==> config.mk <==
export PLATFORM = sky130hd
export DESIGN_NAME = lsq_tracker
export DESIGN_NICKNAME = d
export VERILOG_FILES = /design/src/rtl/lsq_pkg.sv /design/src/rtl/lsq_free_calc.sv /design/src/rtl/lsq_ring.sv /design/src/rtl/lsq_tracker.sv
export SDC_FILE = /design/constraint.sdc
export NUM_CORES = 1
export LEC_CHECK = 0
export ABC_CLOCK_PERIOD_IN_PS = 9000
export CAP_MARGIN = 20
export CORE_MARGIN = 1.5
export CORE_UTILIZATION = 34
export DETAILED_ROUTE_END_ITERATION = 16
export DONT_BUFFER_PORTS = 1
export PLACE_DENSITY_LB_ADDON = 0.05
export SETUP_SLACK_MARGIN = 0.05
export SLEW_MARGIN = 15
export SYNTH_ARGS = -nofsm -noshare
export SYNTH_HDL_FRONTEND = slang
export SYNTH_HIERARCHICAL = 1
export SYNTH_SLANG_ARGS = --single-unit
==> constraint.sdc <==
create_clock -name clk -period 9 [get_ports clk]
set_input_delay 1.35 -clock clk [delete_from_list [all_inputs] [get_ports clk]]
set_output_delay 1.35 -clock clk [all_outputs]
set_load 0.02 [all_outputs]
==> src/rtl/lsq_pkg.sv <==
// Shared definitions for the load/store queue tracker.
// Assumes: sequence numbers grow monotonically in program order and do not wrap.
package lsq_pkg;
    typedef enum logic {
        Q_LOAD  = 1'b0,
        Q_STORE = 1'b1
    } q_kind_e;
endpackage

==> src/rtl/lsq_free_calc.sv <==
// Reports how many operations of either kind can still be accepted.
// The result is the smaller of the spare capacities of the two queues.
// Assumes: each count never exceeds the usable depth of its queue.
module lsq_free_calc #(
    parameter int LD_DEPTH = 4,
    parameter int ST_DEPTH = 3,
    parameter int CNT_W    = 3
) (
    input  logic [CNT_W-1:0] ld_cnt_i,
    input  logic [CNT_W-1:0] st_cnt_i,
    output logic [CNT_W-1:0] free_o
);
    logic [CNT_W-1:0] ld_spare, st_spare;

    // spare capacity per queue, then the minimum of the two
    always_comb begin
        ld_spare = CNT_W'(LD_DEPTH) - ld_cnt_i;
        st_spare = CNT_W'(ST_DEPTH) - st_cnt_i;
        free_o   = (ld_spare < st_spare) ? ld_spare : st_spare;
    end
endmodule

==> src/rtl/lsq_ring.sv <==
// One circular queue of sequence numbers with one sentinel slot.
// KIND selects how entries leave from the head:
//   load  - a commit pops the committed prefix in one cycle;
//   store - a commit marks committed stores eligible, and a retire pops one eligible head.
// A squash trims younger entries from the tail and halts at any eligible entry.
// Assumes: the caller never pushes when full_o is 1, and squash has priority.
module lsq_ring
    import lsq_pkg::*;
#(
    parameter q_kind_e KIND  = Q_LOAD,
    parameter int      SLOTS = 5,
    parameter int      SEQ_W = 16,
    parameter int      IDX_W = 3,
    parameter int      CNT_W = 3
) (
    input  logic             clk,
    input  logic             rst_n,
    input  logic             push_i,
    input  logic [SEQ_W-1:0] push_seq_i,
    input  logic             cmp_valid_i,
    input  logic [SEQ_W-1:0] cmp_seq_i,
    input  logic             retire_i,
    input  logic             squash_i,
    input  logic [SEQ_W-1:0] squash_seq_i,
    output logic [IDX_W-1:0] head_o,
    output logic [IDX_W-1:0] tail_o,
    output logic [CNT_W-1:0] count_o,
    output logic             full_o,
    output logic             empty_o,
    output logic             head_ready_o
);
    localparam int DEPTH = SLOTS - 1;

    logic [SEQ_W-1:0] seq_q [SLOTS];
    logic [SLOTS-1:0] elig_q;
    logic [IDX_W-1:0] head_q, tail_q;
    logic [CNT_W-1:0] cnt_q;
    logic [SLOTS-1:0] occ;
    logic [CNT_W-1:0] pop_n;
    logic [CNT_W-1:0] keep_n;

    // wrap-around add of an offset below SLOTS to an index
    function automatic logic [IDX_W-1:0] idx_add(input logic [IDX_W-1:0] base, input int off);
        int s;
        s = int'(base) + off;
        if (s >= SLOTS) s = s - SLOTS;
        return IDX_W'(s);
    endfunction

    // mark which physical slots currently hold an entry
    always_comb begin
        occ = '0;
        for (int k = 0; k < DEPTH; k++) begin
            if (k < int'(cnt_q)) occ[idx_add(head_q, k)] = 1'b1;
        end
    end

    // count of entries kept by a squash: backward walk expressed from the head
    always_comb begin
        keep_n = '0;
        for (int k = 0; k < DEPTH; k++) begin
            if (k < int'(cnt_q)) begin
                if (!(seq_q[idx_add(head_q, k)] > squash_seq_i) || elig_q[idx_add(head_q, k)])
                    keep_n = CNT_W'(k + 1);
            end
        end
    end

    generate
        if (KIND == Q_LOAD) begin : g_load_pop
            // pop the leading committed loads in one cycle
            always_comb begin
                logic run;
                run   = cmp_valid_i;
                pop_n = '0;
                for (int k = 0; k < DEPTH; k++) begin
                    if (run && k < int'(cnt_q) && seq_q[idx_add(head_q, k)] <= cmp_seq_i)
                        pop_n = pop_n + 1'b1;
                    else
                        run = 1'b0;
                end
            end
        end else begin : g_store_pop
            // retire one head store, only when it is eligible
            always_comb begin
                pop_n = (retire_i && cnt_q != '0 && elig_q[head_q]) ? CNT_W'(1) : '0;
            end
        end
    endgenerate

    // pointer, count and eligibility update
    always_ff @(posedge clk) begin
        if (!rst_n) begin
            head_q <= '0;
            tail_q <= '0;
            cnt_q  <= '0;
            elig_q <= '0;
        end else if (squash_i) begin
            tail_q <= idx_add(head_q, int'(keep_n));
            cnt_q  <= keep_n;
        end else begin
            head_q <= idx_add(head_q, int'(pop_n));
            if (push_i) tail_q <= idx_add(tail_q, 1);
            cnt_q  <= cnt_q + CNT_W'(push_i) - pop_n;
            if (KIND == Q_STORE && cmp_valid_i) begin
                for (int j = 0; j < SLOTS; j++) begin
                    if (occ[j] && seq_q[j] <= cmp_seq_i) elig_q[j] <= 1'b1;
                end
            end
            if (push_i) elig_q[tail_q] <= 1'b0;
        end
    end

    // payload write at the tail
    always_ff @(posedge clk) begin
        if (push_i && !squash_i) seq_q[tail_q] <= push_seq_i;
    end

    assign head_o       = head_q;
    assign tail_o       = tail_q;
    assign count_o      = cnt_q;
    assign full_o       = (idx_add(tail_q, 1) == head_q);
    assign empty_o      = (head_q == tail_q);
    assign head_ready_o = (cnt_q != '0) && elig_q[head_q];


    full_match_chk: assert property (@(posedge clk) disable iff (!rst_n)
        full_o == (int'(cnt_q) == DEPTH));

    no_overflow_chk: assert property (@(posedge clk) disable iff (!rst_n)
        push_i |-> !full_o);

    ptr_count_chk: assert property (@(posedge clk) disable iff (!rst_n)
        tail_q == idx_add(head_q, int'(cnt_q)));

    squash_shrink_chk: assert property (@(posedge clk) disable iff (!rst_n)
        squash_i |=> cnt_q <= $past(cnt_q));

    squash_keeps_elig_chk: assert property (@(posedge clk) disable iff (!rst_n)
        (squash_i && head_ready_o) |=> cnt_q != '0);
endmodule

==> src/rtl/lsq_tracker.sv <==
// Top of the load/store queue tracker: two sentinel-slot rings plus shared free count.
// Gates allocations by type and fullness, and drops them in a squash cycle.
// Presents the slot and cross-queue link that a new entry receives.
// Assumes: allocations arrive in program order with rising sequence numbers.
module lsq_tracker
    import lsq_pkg::*;
#(
    parameter int LD_DEPTH = 4,
    parameter int ST_DEPTH = 3,
    parameter int SEQ_W    = 16,
    parameter int LD_SLOTS = LD_DEPTH + 1,
    parameter int ST_SLOTS = ST_DEPTH + 1,
    parameter int MAX_SLOTS = (LD_SLOTS > ST_SLOTS) ? LD_SLOTS : ST_SLOTS,
    parameter int IDX_W    = $clog2(MAX_SLOTS),
    parameter int CNT_W    = $clog2(MAX_SLOTS)
) (
    input  logic             clk,
    input  logic             rst_n,
    input  logic             alloc_valid,
    input  logic             alloc_is_store,
    input  logic [SEQ_W-1:0] alloc_seq,
    output logic             alloc_taken,
    output logic [IDX_W-1:0] alloc_idx,
    output logic [IDX_W-1:0] alloc_link,
    output logic             alloc_link_none,
    input  logic             commit_valid,
    input  logic [SEQ_W-1:0] commit_seq,
    input  logic             st_retire,
    input  logic             squash_valid,
    input  logic [SEQ_W-1:0] squash_seq,
    output logic [IDX_W-1:0] ld_head,
    output logic [IDX_W-1:0] ld_tail,
    output logic [CNT_W-1:0] ld_count,
    output logic             ld_full,
    output logic [IDX_W-1:0] st_head,
    output logic [IDX_W-1:0] st_tail,
    output logic [CNT_W-1:0] st_count,
    output logic             st_full,
    output logic             st_head_ready,
    output logic [CNT_W-1:0] free_slots
);
    logic ld_push, st_push;
    logic ld_empty, st_empty;
    logic ld_ready_unused;

    // accept an allocation when its queue has room and no squash is active
    always_comb begin
        ld_push     = alloc_valid && !alloc_is_store && !ld_full && !squash_valid;
        st_push     = alloc_valid &&  alloc_is_store && !st_full && !squash_valid;
        alloc_taken = ld_push || st_push;
    end

    // slot and cross-link seen by the entry being allocated
    always_comb begin
        alloc_idx       = alloc_is_store ? st_tail : ld_tail;
        alloc_link      = alloc_is_store ? ld_tail : st_tail;
        alloc_link_none = !alloc_is_store && st_empty;
    end

    lsq_ring #(
        .KIND(Q_LOAD), .SLOTS(LD_SLOTS), .SEQ_W(SEQ_W), .IDX_W(IDX_W), .CNT_W(CNT_W)
    ) i_ld_ring (
        .clk(clk), .rst_n(rst_n),
        .push_i(ld_push), .push_seq_i(alloc_seq),
        .cmp_valid_i(commit_valid), .cmp_seq_i(commit_seq),
        .retire_i(1'b0),
        .squash_i(squash_valid), .squash_seq_i(squash_seq),
        .head_o(ld_head), .tail_o(ld_tail), .count_o(ld_count),
        .full_o(ld_full), .empty_o(ld_empty), .head_ready_o(ld_ready_unused)
    );

    lsq_ring #(
        .KIND(Q_STORE), .SLOTS(ST_SLOTS), .SEQ_W(SEQ_W), .IDX_W(IDX_W), .CNT_W(CNT_W)
    ) i_st_ring (
        .clk(clk), .rst_n(rst_n),
        .push_i(st_push), .push_seq_i(alloc_seq),
        .cmp_valid_i(commit_valid), .cmp_seq_i(commit_seq),
        .retire_i(st_retire),
        .squash_i(squash_valid), .squash_seq_i(squash_seq),
        .head_o(st_head), .tail_o(st_tail), .count_o(st_count),
        .full_o(st_full), .empty_o(st_empty), .head_ready_o(st_head_ready)
    );

    lsq_free_calc #(
        .LD_DEPTH(LD_DEPTH), .ST_DEPTH(ST_DEPTH), .CNT_W(CNT_W)
    ) i_free (
        .ld_cnt_i(ld_count), .st_cnt_i(st_count), .free_o(free_slots)
    );


    free_zero_chk: assert property (@(posedge clk) disable iff (!rst_n)
        (free_slots == '0) |-> (ld_full || st_full));

    squash_drop_chk: assert property (@(posedge clk) disable iff (!rst_n)
        squash_valid |-> !alloc_taken);

    link_none_chk: assert property (@(posedge clk) disable iff (!rst_n)
        alloc_link_none |-> (st_count == '0));
endmodule

# Yosys cells after proc, flatten, opt, wreduce, memory -nomap -nowiden

Memories as Yosys holds them, arrays and structs flattened.
Index checks and enable logic that the tools add are counted.

$add $sub $neg: 33
$lt $le $gt $ge: 51
Eq/ne operators: 3
Mux-type cells: 92
Bitwise gates (word level): 7
Reduce and logical (&&, ||, !) cells: 52

Operator list:

| operator                                                               | count |
|---|---|
| 3-bit 2-to-1 mux                                                       | 44 |
| 16-bit <= comparator                                                   | 8 |
| 16-bit > comparator                                                    | 7 |
| 4-bit by 3-bit >= comparator with 1-bit output (second input constant) | 11 |
| 3-bit subtractor (second input constant)                               | 13 |
| 1-bit logical AND                                                      | 29 |
| 1-bit 2-to-1 mux                                                       | 28 |
| 4-bit 2-to-1 mux                                                       | 7 |
| 3-bit by 4-bit < comparator with 1-bit output (second input constant)  | 5 |
| 3-bit by 1-bit adder with 4-bit output (second input constant)         | 4 |
| 3-bit by 1-bit >= comparator with 1-bit output (second input constant) | 5 |
| 3-bit < comparator (second input constant)                             | 5 |
| 3-bit by 2-bit adder with 4-bit output (second input constant)         | 3 |
| 3-bit by 3-bit adder with 4-bit output                                 | 3 |
| 1-bit binary-select mux with 3-bit select                              | 4 |
| 1-bit by 3-bit < comparator with 1-bit output (first input constant)   | 4 |
| 1-bit zero test                                                        | 11 |
| 3-bit == test                                                          | 3 |
| 2-bit by 3-bit < comparator with 1-bit output (first input constant)   | 3 |
| 1-bit binary-select mux with 2-bit select                              | 4 |
| 1-bit demux with 2-bit select                                          | 4 |
| 1-bit logical OR                                                       | 8 |
| 4-bit OR                                                               | 2 |
| 3-bit by 1-bit adder with 3-bit output                                 | 2 |
| 17 further kinds                                                       | 21 |

Flip-flop bits (word level): 27
Memory bits (writable): 144
Output and inout port bits: 32
Logic and storage cells: 248
Memories kept: 2

Memory list:

| memory          | words | width | rd ports | clocked after memory_dff | wr ports | RTL line       | source |
|---|---|---|---|---|---|---|---|
| i_ld_ring.seq_q | 5     | 16    | 4        | 0                        | 1        | lsq_ring.sv:34 | `logic [SEQ_W-1:0] seq_q [SLOTS];` |
| i_st_ring.seq_q | 4     | 16    | 7        | 0                        | 1        | lsq_ring.sv:34 |  |

# Depth between registers and ports, before layout

Gate-level depths: netlist of the first run.

Depth in word-level cells: 19
Gate-level depth with buffers: 32

# Modules after synthesis

Netlist of the first run, hierarchy kept.

By module, submodules not included:

| module                | instances | cells an instance | area an instance (um2) |
|---|---|---|---|
| lsq_ring at i_ld_ring | 1         | 820               | 9,535.4 |
| lsq_ring at i_st_ring | 1         | 569               | 6,755.2 |
| lsq_tracker           | 1         | 14                | 146.4 |
| lsq_free_calc         | 1         | 14                | 121.4 |

# Worst setup path before layout of the first run

Ideal clock, no wire load.

Path kind: flip-flop to flip-flop
Start: reg i_ld_ring.head_q[1] (netlist: i_ld_ring/head_o[1])
End: reg i_ld_ring.head_q[2] (netlist: i_ld_ring/head_o[2])
Library setup time: 0.115 ns
Arrival: 7.801 ns
Path slack: 1.084 ns
Cell stages (with the launch flop): 31
Buffers on the path: 2
Period minus slack after synthesis: 7.916 ns
Cell sequence: dfxtp_1 > clkbuf_1 > inv_1 > ha_1 > a21oi_1 > xnor2_1 > buf_6 > mux4_2 > mux2_2 > ha_1 > nor2b_1 > o211ai_1 > a21oi_1 > a211o_1 > a2111oi_0 > nand2_1 > nand2_1 > o21ai_0 > ha_1 > o211ai_1 > o21ai_0 > mux2i_1 > fa_1 > ha_1 > nand2b_1 > a221o_1 > a221o_1 > nor2b_1 > xnor2_1 > o21ai_0 > and2_1

Word-level cells in the longest chain between the ends: 18
Elaborated cells between the ends (all ways): 41
Classes of those cells: add/sub: 12; order compare: 9; mux: 12; reduce/logical: 7; memory: 1

Ends and longest elaborated chain:

| what                                                                                      | RTL line        | source |
|---|---|---|
| from (decl)                                                                               | lsq_ring.sv:36  | `logic [IDX_W-1:0] head_q, tail_q;` |
| from (signal assigned)                                                                    | lsq_ring.sv:102 | `head_q <= idx_add(head_q, int'(pop_n));` |
| parallel branches: the longest is 15 deep, another holds memory read 5 x 16 bit           | --              |  |
| 3-bit by 3-bit adder with 4-bit output (*)                                                | lsq_ring.sv:45  | `s = int'(base) + off;` |
| 4-bit by 3-bit >= comparator with 1-bit output / 3-bit subtractor (equally long branches) | lsq_ring.sv:46  | `if (s >= SLOTS) s = s - SLOTS;` |
| 3-bit 2-to-1 mux (*)                                                                      | lsq_ring.sv:46  |  |

Mark *: on every way between the ends.
A chain may end at the register's enable or synchronous reset.

# Worst setup path in the final report of the first run

Start: reg i_ld_ring.head_q[0] (netlist: i_ld_ring/head_o[0])
End: reg i_ld_ring.head_q[2] (netlist: i_ld_ring/head_o[2])

Same word-level chain as after synthesis.

==> out/metrics.cfg, run 1 <==
[grt]
grtUsageTotal_pct = 24.1
grt_pass1_vias = 12200
grt_first_pass_wirelength_um = 85200
grt_max_degree = 49
grt_overflow = 0
grt_antenna_before_repair = 0

[clock_network]
cts_buffer_depth = 2
cts-root-buf = clkbuf_16
post_cts_resized = 0
hold_buffers = 0
clkTransAtPathRegs_ps = 80
cts_tree = yes
htree_levels = 4
insertion_delay_ps = 500
clock-sinks = 171
cts_buffers = 17
cts_setup_buffers = 0

[detailed_routing]
drt_iter0_drc = 975
detail_route.vias_per_cell = 5.90
dr.pass1.iters = 5
routed_wl_um = 58400
wl_per_cell_um = 28.5
drc = 0
routed-via-count = 12100
ant_nets = 0

[synth]
mappedNetlistNets = 1759
syn_area_sq_um = 16500
syn-mean-instance-area_sq_um = 11.7
syn_inst = 1408
yosysWarnings = 6

[die]
io_pins = 87
core-area_sq_um = 47700
initial_core_util_pct = 34.5
fp.dieW_um = 223
dieArea_sq_um = 49800
dieHeight_um = 223
fp-row-count = 80

[timing]
worst_slew_pin_slew_ps = 1140
fin_setup_tns_ps = 0
skew_ps = 12.7
finalSetupViolations = 0
whs_ps = 491
fin_crit_sh_pct = 91.3
rsz0062_at_grt = no
hold_viol_final = 0
period_needed_ps = 8210
drv_slew = 0
slew_headroom_pct = 24.0
max_freq_mhz = 122

[critical_path]
cp_common_cell = ha_1
cp_slowest_cell = mux4_2
critical_path_class = flip-flop to flip-flop
startpoint_type = flip-flop
endpoint_kind = flip-flop
startpoint = i_ld_ring/head_o[0]
crit_fanout = 18
worstPathRequired_ps = 9400
slowest_delay_ps = 720
reg2reg_from = i_ld_ring/head_o[0]
reg2reg_slack_ps = 790
crit_arrival_ps = 8610
reg2reg_to = i_ld_ring/head_o[2]
ff2ff_path_depth = 29

[power]
worst_ir_drop_vdd_v = 0.000150
power.total_mw = 3.01
powerDensity_nw_per_um2 = 168
p_leak_nw = 7.15

[hold_path]
hp-start = i_ld_ring/elig_q[0]
holdPathStages = 2
hp-class = flip-flop to flip-flop
min_to = i_ld_ring/elig_q[0]

[final_layout]
fin_nets = 1770
fillers = 4644
area_growth_pct = 8.85
stdcell_count = 2048
drive_gt1_share_pct = 19.1
finalInstanceArea_sq_um = 17900

[run]
max_cap_violations = 0

[placement]
hpwl_um = 45800
portBuffers = 0
postPlaceCellArea_sq_um = 17400
dp.cells = 2015
routabilityCongestion = 0.889

[run_status]
status = finished, final reports clean

[through the flow]
step	util [%]	setup slack (ps)
2_1_floorplan	-	1190
5_1_grt	37.6	363
4_1_cts	37.6	741
3_5_place_dp	36.3	792
3_3_place_gp	36.3	1070
6_report	37.6	786
[state kept, by name, summed over array words and instances (netlist names)]
signal,flops
i_ld_ring/count_o,3
i_ld_ring/elig_q,5
i_ld_ring/head_o,3
i_ld_ring/seq_q,80
i_ld_ring/tail_o,3
i_st_ring/count_o,3
i_st_ring/elig_q,4
i_st_ring/head_o,3
i_st_ring/seq_q,64
i_st_ring/tail_o,3
[critical path, delay by kind of cell, from the launching register on]
family | cells | cell delay, ps
AO/OA/AOI/OAI | 9 | 2100
XOR/XNOR | 2 | 350
adder cells (fa/ha/maj) | 6 | 1930
buffers and inverters | 3 | 680
flip-flops | 1 | 590
multiplexers | 4 | 1770
AND/OR/NAND/NOR | 5 | 660
[area by class of cell]
type / count / area [sq um] / share of cell area (%)
Clock inverter: 14 / 158 / 0.879
Tap cell: 615 / 769 / 4.29
Timing Repair Buffer: 29 / 243 / 1.35
Sequential cell: 171 / 4870 / 27.1
Multi-Input combinational cell: 1092 / 11100 / 61.7
Antenna cell: 1 / 2.50 / 0.0139
Clock buffer: 18 / 429 / 2.39
Inverter: 108 / 405 / 2.26
[cell usage in the layout, fill, tap and decap left out, drive strengths merged, types with 5 or more instances in the layout]
cell type    n
a211oi      15
a21boi       5
a21o        34
a21oi       93
a31oi        8
and2         8
and4         7
buf         29
clkbuf      18
clkinv       5
dfxtp       27
edfxtp     144
fa           6
ha         290
inv        112
mux2        68
mux2i       23
mux4       115
nand2       69
nand2b      12
nand3       20
nand4       48
nor2        50
nor2b       30
nor3        15
nor3b        5
nor4         9
o211ai      14
o21a         7
o21ai       41
or3          6
xnor2       18
xor2         7
[worst max-delay path by stage]
stage,endpoint,depth (start not counted)
2_1_floorplan,i_ld_ring/head_o[2],30
3_3_place_gp,i_ld_ring/head_o[2],31
3_5_place_dp,i_ld_ring/head_o[2],29
4_1_cts,i_ld_ring/head_o[2],29
5_1_grt,i_ld_ring/head_o[2],29
6_report,i_ld_ring/head_o[2],29
[layer usage]
metal	vias to the layer above	global-route usage, %	share of wire, %
li1	5594	-	-
met1	6130	33.6	47
met2	327	36.9	44
met3	42	5.82	6.3
met4	0	7.15	2.0
met5	-	0	0
[where the power goes]
group	switching (mW)	total, mW	internal [mW]
clock	0.363	0.777	0.413
combinational	0.743	1.30	0.560
sequential	0.0545	0.935	0.880
total	1.16	3.01	1.85
No activity file was read; power rests on OpenSTA's default activity.
==> run 2, diff against run 1 <==
Settings changed: ABC_AREA set to 1.
==> run 2 against run 1 <==
  * Clock-buffer cell count fell by 1
  * Critical path depth rose by 5
  * Synthesized cell count rose by 57%
  * Non-clock buffer count fell by 3
  * Clock power rose by 4.8%
  * Combinational power rose by 81%
  * Fmax rose by 7.5%
  * Clock skew rose by 1.7 ps
  * Die area rose by 2.6%
  * Critical path type unchanged
==> out/metrics.cfg, run 2 <==
[run]
max_cap_violations = 0

[final_layout]
final_cell_mix = nand2_1, ha_1, inv_1
largest_register = i_ld_ring/seq_q
mostFrequentLayoutCell = nand2_1
area_growth_pct = 7.91
fin_nets = 2536
largestRegisters = i_ld_ring/seq_q (80), i_st_ring/seq_q (64), i_ld_ring/elig_q (5)
drive_gt1_share_pct = 5.46
fillers = 5118
diodes = 0
largest_reg_flops = 80

[critical_path]
crit_arrival_ps = 8040
cp_common_cell = nand2_1
crit_fanout = 50
reg2reg_from = i_ld_ring/head_o[1]
ff2ff_path_depth = 34
slowest_delay_ps = 890
endpoint = i_ld_ring/head_o[1]
worstPathRequired_ps = 9400
critical_path_class = flip-flop to flip-flop
endpoint_kind = flip-flop
cp_slowest_cell = inv_2
reg2reg_slack_ps = 1360
startpoint = i_ld_ring/head_o[1]
startpoint_type = flip-flop
reg2reg_to = i_ld_ring/head_o[1]

[placement]
routabilityCongestion = 0.890
portBuffers = 0
hpwl_um = 48000

[clock_network]
cts_buffer_depth = 2
post_cts_resized = 0
cts_setup_buffers = 0
cts_buffers = 17
clock-sinks = 171
htree_levels = 4
insertion_delay_ps = 510
hold_buffers = 0
cts-root-buf = clkbuf_16
clkTransAtPathRegs_ps = 70
cts_tree = yes

[timing]
max_freq_mhz = 131
worst_slew_pin_slew_ps = 1080
period_needed_ps = 7640
fin_crit_sh_pct = 84.9
fin_setup_tns_ps = 0
slew_headroom_pct = 27.3
rsz0062_at_grt = no
drv_slew = 0
hold_viol_final = 0
skew_ps = 14.4
finalSetupViolations = 0
whs_ps = 489

[die]
core-area_sq_um = 49100
io_pins = 87
fp.dieW_um = 226
dieHeight_um = 226
dieArea_sq_um = 51100
initial_core_util_pct = 34.5
fp-row-count = 81

[power]
p_leak_nw = 8.11
power.total_mw = 4.12
worst_ir_drop_vdd_v = 0.000158
powerDensity_nw_per_um2 = 226

[grt]
grtUsageTotal_pct = 25.0
grt_max_degree = 51
grt_first_pass_wirelength_um = 93700
grt_antenna_before_repair = 0
grt_pass1_vias = 14800
grt_overflow = 0

[synth]
syn_inst = 2217
syn-mean-instance-area_sq_um = 7.63
yosysWarnings = 6
syn_area_sq_um = 16900
mappedNetlistNets = 2568

[run_status]
status = finished, final reports clean

[detailed_routing]
detail_route.vias_per_cell = 5.37
routed-via-count = 15400
drt_iter0_drc = 1144
dr.pass1.iters = 6
routed_wl_um = 62400
wl_per_cell_um = 21.8
drc = 0
ant_nets = 0

[hold_path]
hp-class = flip-flop to flip-flop
hp-start = i_st_ring/elig_q[1]

run 2: worst min path at each step:
stage | to | slack (ps) | depth (start not counted)
2_1_floorplan | i_ld_ring/elig_q[0] | 450 | 2
3_3_place_gp | i_st_ring/elig_q[1] | 470 | 2
3_5_place_dp | i_st_ring/elig_q[1] | 470 | 2
4_1_cts | i_st_ring/elig_q[1] | 480 | 2
5_1_grt | i_st_ring/elig_q[1] | 500 | 2
6_report | i_st_ring/elig_q[1] | 490 | 2
run 2: metrics by stage:
step | util (%) | worst slack (ps) | cell area, sq um | std cells
global placement | 35.9 | 1450 | 17600 | 2829
detailed placement | 35.9 | 1420 | 17600 | 2829
CTS | 37.1 | 1380 | 18200 | 2861
finish | 37.2 | 1360 | 18200 | 2862
floorplan | - | 3200 | 16900 | 2217
global route | 37.2 | 524 | 18200 | 2862
run 2: per-layer routing:
metal	vias to the layer above	share of wire [%]	GRT usage, %
li1	7590	-	-
met1	7272	47	34.0
met2	443	46	40.7
met3	64	5.3	4.23
met4	0	2.0	7.27
met5	-	0	0
run 2: where the power goes:
part / internal [mW] / leakage, nW / switching [mW]
logic: 0.771 / 6.29 / 1.58
clock network: 0.441 / 0.302 / 0.372
registers: 0.883 / 1.52 / 0.0710
run 2: area by class of cell:
| type | instances | area [sq um] | area share, % |
|---|---|---|---|
| Timing Repair Buffer | 26 | 215 | 1.18 |
| Inverter | 262 | 993 | 5.44 |
| Clock buffer | 17 | 425 | 2.33 |
| Clock inverter | 15 | 188 | 1.03 |
| Sequential cell | 171 | 4870 | 26.7 |
| Multi-Input combinational cell | 1707 | 10700 | 58.8 |
| Tap cell | 664 | 831 | 4.55 |
run 2: critical path, delay by kind of cell (launching register included):
family,cells,cell delay (ps)
AOI/OAI and AO/OA,7,1370
buffers and inverters,7,1540
adders and majority gates,6,1930
and+or+nand+nor,13,1580
xor gates and xnor gates,1,230
DFF,1,840
==> run 3, diff against run 2 <==
Settings changed: ABC_CLOCK_PERIOD_IN_PS 9000 to 7720.
Clock period 9 ns to 7.72 ns, I/O delays scaled along.
==> run 3 against run 2 <==
  * Hold slack lost 2.3 ps
  * Worst setup slack worse by 500 ps
  * Final cell count rose by 0.14%
  * Total power grew 14%
  * Clock power is 6.9% higher
  * Combinational power is 16% higher
  * Flip-flop and latch count is the same
  * Die area is the same
  * Clock skew fell by 3.5 ps
  * Cell area fell by 0.17%
  * Clock-buffer cell count up 6
==> out/metrics.cfg, run 3 (synthesized netlist as in run 2, its figures left out) <==
[run_status]
status = finished, final reports clean

[die]
dieArea_sq_um = 51100
io_pins = 87
core-area_sq_um = 49100
fp-row-count = 81
initial_core_util_pct = 34.5
fp.dieW_um = 226
dieHeight_um = 226

[timing]
max_freq_mhz = 146
rsz0062_at_grt = no
finalSetupViolations = 0
skew_ps = 10.9
fin_crit_sh_pct = 88.9
worst_slew_pin_slew_ps = 824
period_needed_ps = 6860
fin_setup_tns_ps = 0
drv_slew = 0
hold_viol_final = 0
slew_headroom_pct = 45.0

[grt]
grt_overflow = 0
grt_first_pass_wirelength_um = 91000
grt_pass1_vias = 14800
grt_antenna_before_repair = 0
grtUsageTotal_pct = 24.3
grt_max_degree = 51

[final_layout]
regArea_sq_um = 4870
multi_input_area_sq_um = 10700
diodes = 0
fin_nets = 2540
largestRegisters = i_ld_ring/seq_q (80), i_st_ring/seq_q (64), i_ld_ring/elig_q (5)
final_cell_mix = nand2_1, ha_1, inv_1
largest_reg_flops = 80
mostFrequentLayoutCell = nand2_1
fillers = 5182
area_growth_pct = 7.72
drive_gt1_share_pct = 5.45
largest_register = i_ld_ring/seq_q

[power]
worst_ir_drop_vdd_v = 0.000192
switching_share_pct = 48.9
power.total_mw = 4.69
p_int_mw = 2.40
power_frac_seq_pct = 23.4
p_leak_nw = 8.10
p_comb_share_pct = 58.0
powerDensity_nw_per_um2 = 258
power.share.clock_pct = 18.5
switchingPower_mw = 2.29

[clock_network]
cts_buffer_depth = 2
htree_levels = 4
cts_buffers = 17
clock-sinks = 171
cts-root-buf = clkbuf_16
clkTransAtPathRegs_ps = 70
cts_tree = yes
insertion_delay_ps = 490
hold_buffers = 0
cts_setup_buffers = 0
post_cts_resized = 0

[detailed_routing]
wl_per_cell_um = 21.2
routed_wl_um = 60800
dr.pass1.iters = 6
detail_route.vias_per_cell = 5.35
routed-via-count = 15300
drt_iter0_drc = 988
drc = 0
ant_nets = 0

[placement]
portBuffers = 0
routabilityCongestion = 0.894
hpwl_um = 47100

[critical_path]
critical_path_class = flip-flop to flip-flop
crit_buf_inv = 8
crit_fanout = 17
worstPathRequired_ps = 8110
crit_arrival_ps = 7250
cp_common_cell = inv_1
cp_slowest_cell = o21a_1
startpoint_type = flip-flop
endpoint_kind = flip-flop
slowest_delay_ps = 640
path_delay_family = compound AO/OA/AOI/OAI gates

[run]
max_cap_violations = 0

[hold_path]
hp-class = flip-flop to flip-flop

run 3: cell count changes in the layout (fill, tap and decap cells not counted), sizes merged:
cell	change
bufinv	-2
clkinv	-5
buf	+4
clkbuf	+6
clkinvlp	+1
run 3: stage by stage:
| stage | worst slack [ps] | utilization [%] | instance area, sq um | instances | hold slack (ps) |
|---|---|---|---|---|---|
| after floorplan | 1920 | - | 16900 | 2217 | 448 |
| after global routing | 331 | 37.1 | 18200 | 2866 | 523 |
| after global placement | 938 | 35.9 | 17600 | 2833 | 470 |
| final | 859 | 37.1 | 18200 | 2866 | 487 |
| after CTS | 890 | 37.1 | 18200 | 2865 | 486 |
| after detailed placement | 933 | 35.9 | 17600 | 2833 | 476 |
run 3: final timing paths:
check,startpoint,end,slack (ps),cells past startpoint
max,i_ld_ring/head_o[1],i_ld_ring/head_o[1],860,32
min,i_st_ring/elig_q[1],i_st_ring/elig_q[1],490,2
max reg2reg,i_ld_ring/head_o[1],i_ld_ring/head_o[1],860,32
min reg2reg,i_st_ring/elig_q[1],i_st_ring/elig_q[1],490,2
run 3: area by class of cell:
cell class	count	area share, %
clock buffer	23	2.63
clock inverter	9	0.467
inverter	262	5.45
multi-input combinational	1707	58.8
sequential	171	26.7
tap	664	4.56
timing repair buffer	30	1.35
run 3: worst min-delay path, stage by stage (launching register included):
cell and delay (ps):
dfxtp_1 300, inv_1 80, a21oi_1 70
run 3: power groups by stage:
stage / sequential, mW / combinational, mW / clock (mW)
after CTS: 1.10 / 2.72 / 0.896
after floorplan: 1.10 / 1.95 / 0
after global placement: 1.12 / 2.66 / 0
final: 1.10 / 2.72 / 0.870
after detailed placement: 1.12 / 2.71 / 0
after global routing: 1.10 / 3.09 / 0.925
run 3: metal layers:
| layer | vias to the layer above | track usage [%] | wire length (um) |
|---|---|---|---|
| met5 | - | 0 | 0 |
| met4 | 0 | 8.24 | 1440 |
| met3 | 80 | 4.96 | 3710 |
| met2 | 422 | 39.7 | 27800 |
| met1 | 7239 | 31.9 | 27800 |
| li1 | 7595 | - | - |
